### config.mk
export PLATFORM = sky130hd
export DESIGN_NAME = rail_seq_ctrl
export DESIGN_NICKNAME = d
export VERILOG_FILES = /design/src/rtl/rail_seq_pkg.sv /design/src/rtl/rail_seq_sync.sv /design/src/rtl/rail_seq_timer.sv /design/src/rtl/rail_seq_fsm.sv /design/src/rtl/rail_seq_outdrv.sv /design/src/rtl/rail_seq_ctrl.sv
export SDC_FILE = /design/constraint.sdc
export NUM_CORES = 1
export LEC_CHECK = 0
export BUFFER_PORTS_ARGS = -buffer_cell sky130_fd_sc_hd__buf_2
export CAP_MARGIN = 40
export CORE_MARGIN = 1
export CORE_UTILIZATION = 50
export DETAILED_ROUTE_END_ITERATION = 12
export GPL_ROUTABILITY_DRIVEN = 0
export GPL_TIMING_DRIVEN = 0
export MAX_ROUTING_LAYER = met4
export PLACE_DENSITY = 0.7
export SLEW_MARGIN = 20
export SYNTH_ARGS = -nofsm -noshare
export SYNTH_HDL_FRONTEND = slang
export SYNTH_SLANG_ARGS = --single-unit
### constraint.sdc
create_clock -name clk -period 2.9 [get_ports clk]
set_input_delay 0.29 -clock clk [delete_from_list [all_inputs] [get_ports clk]]
set_output_delay 0.29 -clock clk [all_outputs]
set_load 0.1 [all_outputs]
### src/rtl/rail_seq_pkg.sv
package rail_seq_pkg;
  typedef enum logic [1:0] {
    SQ_IDLE = 2'd0,
    SQ_RISE = 2'd1,
    SQ_HOLD = 2'd2,
    SQ_FALL = 2'd3
  } seq_state_t;
endpackage

### src/rtl/rail_seq_sync.sv
module rail_seq_sync #(
  parameter int STAGES = 2
) (
  input  logic clk,
  input  logic rst,
  input  logic d,
  output logic q
);
  logic [STAGES-1:0] shreg;

  always_ff @(posedge clk) begin
    if (rst) shreg <= '0;
    else     shreg <= {shreg[STAGES-2:0], d};
  end

  assign q = shreg[STAGES-1];
endmodule

### src/rtl/rail_seq_timer.sv
module rail_seq_timer #(
  parameter int CW = 4
) (
  input  logic          clk,
  input  logic          rst,
  input  logic          run,
  input  logic          clr,
  input  logic          tick,
  input  logic [CW-1:0] target,
  output logic          done
);
  logic [CW-1:0] cnt;

  assign done = run && tick && (cnt == target - CW'(1));

  always_ff @(posedge clk) begin
    if (rst || clr || !run) cnt <= '0;
    else if (tick)          cnt <= done ? '0 : cnt + CW'(1);
  end

  // the count never reaches its target without having fired
  a_r2_cnt_below_target: assert property (@(posedge clk) disable iff (rst)
    run |-> (cnt < target));
  // a completed delay restarts the next one from zero
  a_r3_done_restarts: assert property (@(posedge clk) disable iff (rst)
    done |=> (cnt == '0));
endmodule

### src/rtl/rail_seq_fsm.sv
module rail_seq_fsm
  import rail_seq_pkg::*;
#(
  parameter int N  = 3,
  parameter int LW = 2
) (
  input  logic          clk,
  input  logic          rst,
  input  logic          en_s,
  input  logic          en_rise,
  input  logic          done,
  output seq_state_t    state,
  output logic [LW-1:0] level,
  output logic          first_drop,
  output logic          clr
);
  assign clr = (state == SQ_RISE) && !en_s;

  always_ff @(posedge clk) begin
    if (rst) begin
      state      <= SQ_IDLE;
      level      <= '0;
      first_drop <= 1'b0;
    end else begin
      case (state)
        SQ_IDLE: if (en_rise) state <= SQ_RISE;
        SQ_RISE: begin
          if (!en_s) begin
            if (level == '0) state <= SQ_IDLE;
            else begin
              state      <= SQ_FALL;
              first_drop <= 1'b1;
            end
          end else if (done) begin
            level <= level + LW'(1);
            if (level == LW'(N-1)) state <= SQ_HOLD;
          end
        end
        SQ_HOLD: if (!en_s) begin
          state      <= SQ_FALL;
          first_drop <= 1'b1;
        end
        SQ_FALL: if (done) begin
          level      <= level - LW'(1);
          first_drop <= 1'b0;
          if (level == LW'(1)) state <= en_s ? SQ_RISE : SQ_IDLE;
        end
        default: state <= SQ_IDLE;
      endcase
    end
  end

  // idle means no rail is on
  a_r1_idle_empty: assert property (@(posedge clk) disable iff (rst)
    (state == SQ_IDLE) |-> (level == '0));
  // rails change one at a time
  a_r3_single_step: assert property (@(posedge clk) disable iff (rst)
    (level != $past(level)) |->
      ((level == $past(level) + LW'(1)) || (level + LW'(1) == $past(level))));
  // early drop aborts to idle
  a_r5_abort_clean: assert property (@(posedge clk) disable iff (rst)
    (state == SQ_RISE && level == '0 && !en_s) |=> (state == SQ_IDLE && level == '0));
  // no release during shutdown
  a_r6_fall_monotonic: assert property (@(posedge clk) disable iff (rst)
    (state == SQ_FALL) |=> (level <= $past(level)));
  // re-request seen at end of power-down restarts power-up
  a_r7_restart: assert property (@(posedge clk) disable iff (rst)
    (state == SQ_FALL && done && level == LW'(1) && en_s) |=> (state == SQ_RISE && level == '0));
endmodule

### src/rtl/rail_seq_outdrv.sv
module rail_seq_outdrv #(
  parameter int N  = 3,
  parameter int LW = 2
) (
  input  logic          clk,
  input  logic          rst,
  input  logic          inv,
  input  logic [LW-1:0] level,
  output logic [N-1:0]  rail_q
);
  logic [N-1:0] act;

  for (genvar i = 0; i < N; i++) begin : g_therm
    assign act[i] = (level > LW'(i));
  end

  always_ff @(posedge clk) begin
    if (rst) rail_q <= {N{inv}};
    else     rail_q <= act ^ {N{inv}};
  end

  // after removing polarity, outputs always form a thermometer code
  a_r8_thermometer: assert property (@(posedge clk) disable iff (rst)
    (((rail_q ^ {N{$past(inv)}}) & ((rail_q ^ {N{$past(inv)}}) + N'(1))) == '0));
endmodule

### src/rtl/rail_seq_ctrl.sv
module rail_seq_ctrl
  import rail_seq_pkg::*;
#(
  parameter int NUM_RAILS   = 3,
  parameter int LEAD_TICKS  = 10,
  parameter int STEP_TICKS  = 8,
  parameter int SYNC_STAGES = 2
) (
  input  logic                 clk,
  input  logic                 rst,
  input  logic                 tick,
  input  logic                 en,
  input  logic                 inv,
  output logic [NUM_RAILS-1:0] rail_en,
  output logic                 busy
);
  localparam int MAXT = (LEAD_TICKS > STEP_TICKS) ? LEAD_TICKS : STEP_TICKS;
  localparam int CW   = $clog2(MAXT + 1);
  localparam int LW   = $clog2(NUM_RAILS + 1);

  logic          en_s, en_q, en_rise;
  logic          done, clr, run, first_drop, long_sel;
  logic [CW-1:0] target;
  logic [LW-1:0] level;
  seq_state_t    state;

  rail_seq_sync #(.STAGES(SYNC_STAGES)) u_sync (
    .clk(clk), .rst(rst), .d(en), .q(en_s));

  always_ff @(posedge clk) begin
    if (rst) en_q <= 1'b0;
    else     en_q <= en_s;
  end
  assign en_rise = en_s && !en_q;

  assign run      = (state == SQ_RISE) || (state == SQ_FALL);
  assign long_sel = ((state == SQ_RISE) && (level == '0)) ||
                    ((state == SQ_FALL) && first_drop);
  assign target   = long_sel ? CW'(LEAD_TICKS) : CW'(STEP_TICKS);

  rail_seq_timer #(.CW(CW)) u_timer (
    .clk(clk), .rst(rst), .run(run), .clr(clr), .tick(tick),
    .target(target), .done(done));

  rail_seq_fsm #(.N(NUM_RAILS), .LW(LW)) u_fsm (
    .clk(clk), .rst(rst), .en_s(en_s), .en_rise(en_rise), .done(done),
    .state(state), .level(level), .first_drop(first_drop), .clr(clr));

  rail_seq_outdrv #(.N(NUM_RAILS), .LW(LW)) u_out (
    .clk(clk), .rst(rst), .inv(inv), .level(level), .rail_q(rail_en));

  assign busy = run;

  // with all rails on and the request high, nothing moves
  a_r10_hold_steady: assert property (@(posedge clk) disable iff (rst)
    (state == SQ_HOLD && en_s) |=> (state == SQ_HOLD && level == LW'(NUM_RAILS)));
endmodule

==> summary.md <==
| Metric | Value |
|---|---|
| Worst Reg-to-Reg Cells | 6 |
| Vias in the first global route | ~580 |
| Global-route wire length before repair | 2460 um |
| Fin. Hold Viols | 0 |
| Yosys top cell area share | a little under two fifths |
| Min-delay worst type | in -> reg |
| Internal cell power | roughly 270 uW |
| Largest cells by area after synthesis | dfxtp_1, ha_1, xor2_1, nor2_1, o31ai_1 |
| Yosys warns | 0 |
| Via count | 681 |
| CP endpoint | u_fsm.first_drop |
| Worst hold margin | ~0.20 ns |
| Clock group share of total power | 32.0% |
| Cell Rows | 14 |
| Met2 Resource Use GR | ~29% |
| Post-synthesis sequential area ratio | 37.6% |
| Measured slew at the worst slew-check pin | between 0.4 and 0.5 ns |
| Post-synth top area cell | dfxtp_1 |
| CTS hold repair buffers | 0 |
| Slowest stage cell, crit path | mux2i_1 |
| Logic pwr share | between 10 and 15% |
| Maximum VDD drop | roughly 230 uV |
| Peak fanout along the critical path | 6 |
| CP delay by family, top | multiplexers |
| Routed Antenna Nets | 0 |
| Worst Setup Start Kind | flip-flop |
| Clock Path Buffers | 2 |
| Final period util | between 60% and 70% |
| Chip Width | ~42 um |
| CTS sink cnt | 15 |
| CTS clk-pin slew, worst paths | approximately 0.1 ns |
| Buffers & Inverters on Critical Path | 1 |
| Cell count after synthesis | slightly below 90 |
| Most common cell after layout, fill and taps aside | dfxtp_1 |
| Resized Gates After CTS | 0 |
| Routed WL per cell | around 13 um |
| Tot GR Track Use | around a fifth |
| Mapped cell area | between 700 and 800 um2 |
| Stages on worst setup path | 6 |
| Status | complete, no violations |
| Critical path arrival | 2.13 ns |
| Final instance area | a little under 900 um2 |
| Min Tclk post-route | 1.92 ns |
| Number of post-CTS setup repair buffers | 0 |
| GR peak layer | met2 |
| Ports | 9 |
| Ant. Diodes | 0 |
| Worst r2r dst | u_fsm.first_drop |
| Grt met1 use | roughly a quarter |
| Post-Syn Nets | between 90 and 100 |
| Skew final | 0.00785 ns |
| DIE AREA | 1760 um2 |
| Synth cell types | 34 |
| Setup slack at placement | approximately 1.0 ns |
| CTS Root Cell | clkbuf_4 |
| Final wirelength | between 1000 and 1500 um |
| Area post-placement | around 850 um2 |
| Critical-path cell list | inv_1 > ha_1 > mux2i_2 > mux2i_1 > a221oi_1 > a211oi_1 |
| WS Path Type | reg -> reg |
| Final net count | roughly 110 |
| Leakage | ~0.34 nW |
| Gr ovfl total | 0 |
| Share of cells above drive strength 1 | 19.0% |
| TritonRoute pass-1 iters | 4 |
| Min-delay src | en |
| Area grow syn2layout | 10.3% |
| Switching share of power | between 20% and 30% |
| Reg2Reg Setup Slack | approximately 0.98 ns |
| Worst r2r src | u_fsm.level[0] |
| Max Freq | approximately 520 MHz |
| Core box area | approximately 1500 um2 |
| Initial Utilization | about 53% |
| Max cap viols | 0 |
| Maximum number of pins on one net before global-route repair | 11 |
| DR vias/cell | 5.87 |
| Initial antenna violation count | 0 |
| DRT iter0 DRCs | 15 |
| Setup violators final | 0 |
| #FFs+latches synth | 15 |
| PwrDens | 433 nW/um2 |
| Worst Setup Slack, final | just under 1 ns |
| Crit-path max cell delay | between 0.4 and 0.5 ns |
| Final Max Slew Viols | 0 |
| Sequential share of power | a little under three fifths |
| Post-Syn Area per Cell | roughly 9 um2 |
| Setup TNS | 0 ns |
| H-tree levels | 1 |
| Num CTS Buffers | 3 |
| Critical path origin | u_fsm.level[0] |
| DP HPWL | ~1000 um |
| CTS tree | yes |
| Vert. Die Dim | about 42 um |
| Commonest cells after routing, fill and taps aside | dfxtp_1, nor2_1, buf_2 |
| Number of buffers added on ports | 7 |
| Required @ worst endpoint | about 3.1 ns |
| CP Capture Type | flip-flop |
| Slew headroom | approximately 68% |
| Setup repair after global routing missed its margin | false |
| Clock latency on the worst-skew pair | about 0.29 ns |
| P_sw | approximately 110 uW |
| # DRC | 0 |
| M3 GR Usage | 4.31% |
==> Yosys cell counts (all sizes together) <==
master / instances
mux2: 1
nor2b: 2
a311oi: 1
or3b: 3
a221oi: 2
nand3: 3
inv: 7
buf: 1
clkbuf: 3
o22ai: 1
nor3b: 1
dfxtp: 15
or2: 1
xor2: 4
nand3b: 1
mux2i: 2
nor2: 9
o31ai: 5
o21ai: 1
a21oi: 3
ha: 5
xnor2: 3
nor3: 3
nand2: 6
o21a: 1
a31oi: 1
a211oi: 1
nand4: 2
nand2b: 1
==> state kept, by name, summed over array words and instances (netlist names), named ones only <==
register          cells
u_fsm.state           1
en_q                  1
u_timer.cnt           4
u_out.rail_q          3
u_fsm.level           2
u_fsm.first_drop      1
u_sync.shreg          2
==> worst register-to-register path, cell delays in order, from the launching register on <==
cell and delay (ns):
dfxtp_1 0.39, inv_1 0.10, ha_1 0.29, mux2i_2 0.25
mux2i_1 0.41, a221oi_1 0.15, a211oi_1 0.25
==> layout make-up <==
class,count,area (um2)
fill,141,624
tap,16,20.0
multi-input combinational,63,453
clock buffer,3,22.5
clock inverter,1,5.00
sequential,15,300
inverter,7,26.3
timing repair buffer,7,35.0
buffer,4,20.0
==> logic make-up after synthesis <==
group	after synthesis	share of synthesized area (%)
and+or+nand+nor	32	20.7
AOI/OAI and AO/OA	16	15.7
DFF	15	37.6
buffers and inverters	11	5.79
xor gates and xnor gates	7	7.67
adders and majority gates	5	7.82
muxes	3	4.85
==> power by group through the flow <==
stage | clock network (mW) | registers, mW | logic, mW
finish | 0.122 | 0.213 | 0.0473
global route | 0.132 | 0.213 | 0.0494
CTS | 0.123 | 0.213 | 0.0474
detailed placement | 0 | 0.218 | 0.0472
global placement | 0 | 0.218 | 0.0469
floorplan | 0 | 0.233 | 0.0214
==> how the worst min path moves through the flow <==
stage | endpoint | slack (ns) | cells past startpoint
after floorplan | u_out.rail_q[0] | 0.39 | 1
after global placement | u_sync.shreg[1] | 0.44 | 1
after detailed placement | u_sync.shreg[1] | 0.45 | 1
after CTS | u_sync.shreg[0] | 0.21 | 2
after global routing | u_sync.shreg[0] | 0.20 | 2
final | u_sync.shreg[0] | 0.20 | 2
==> stage by stage <==
step,instances,util [%],power (mW)
2_1_floorplan,89,-,0.255
3_3_place_gp,112,56.7,0.264
3_5_place_dp,112,56.7,0.265
4_1_cts,116,58.6,0.383
5_1_grt,116,58.6,0.395
6_report,116,58.6,0.382
==> per-layer routing <==
layer	routed length, um	part of all wire (%)	vias to the layer above
li1	-	-	334
met1	660	45	322
met2	702	48	20
met3	75	5.1	5
met4	34	2.3	0
met5	0	0	-
Note: power is estimated with default switching activity, not from simulation.
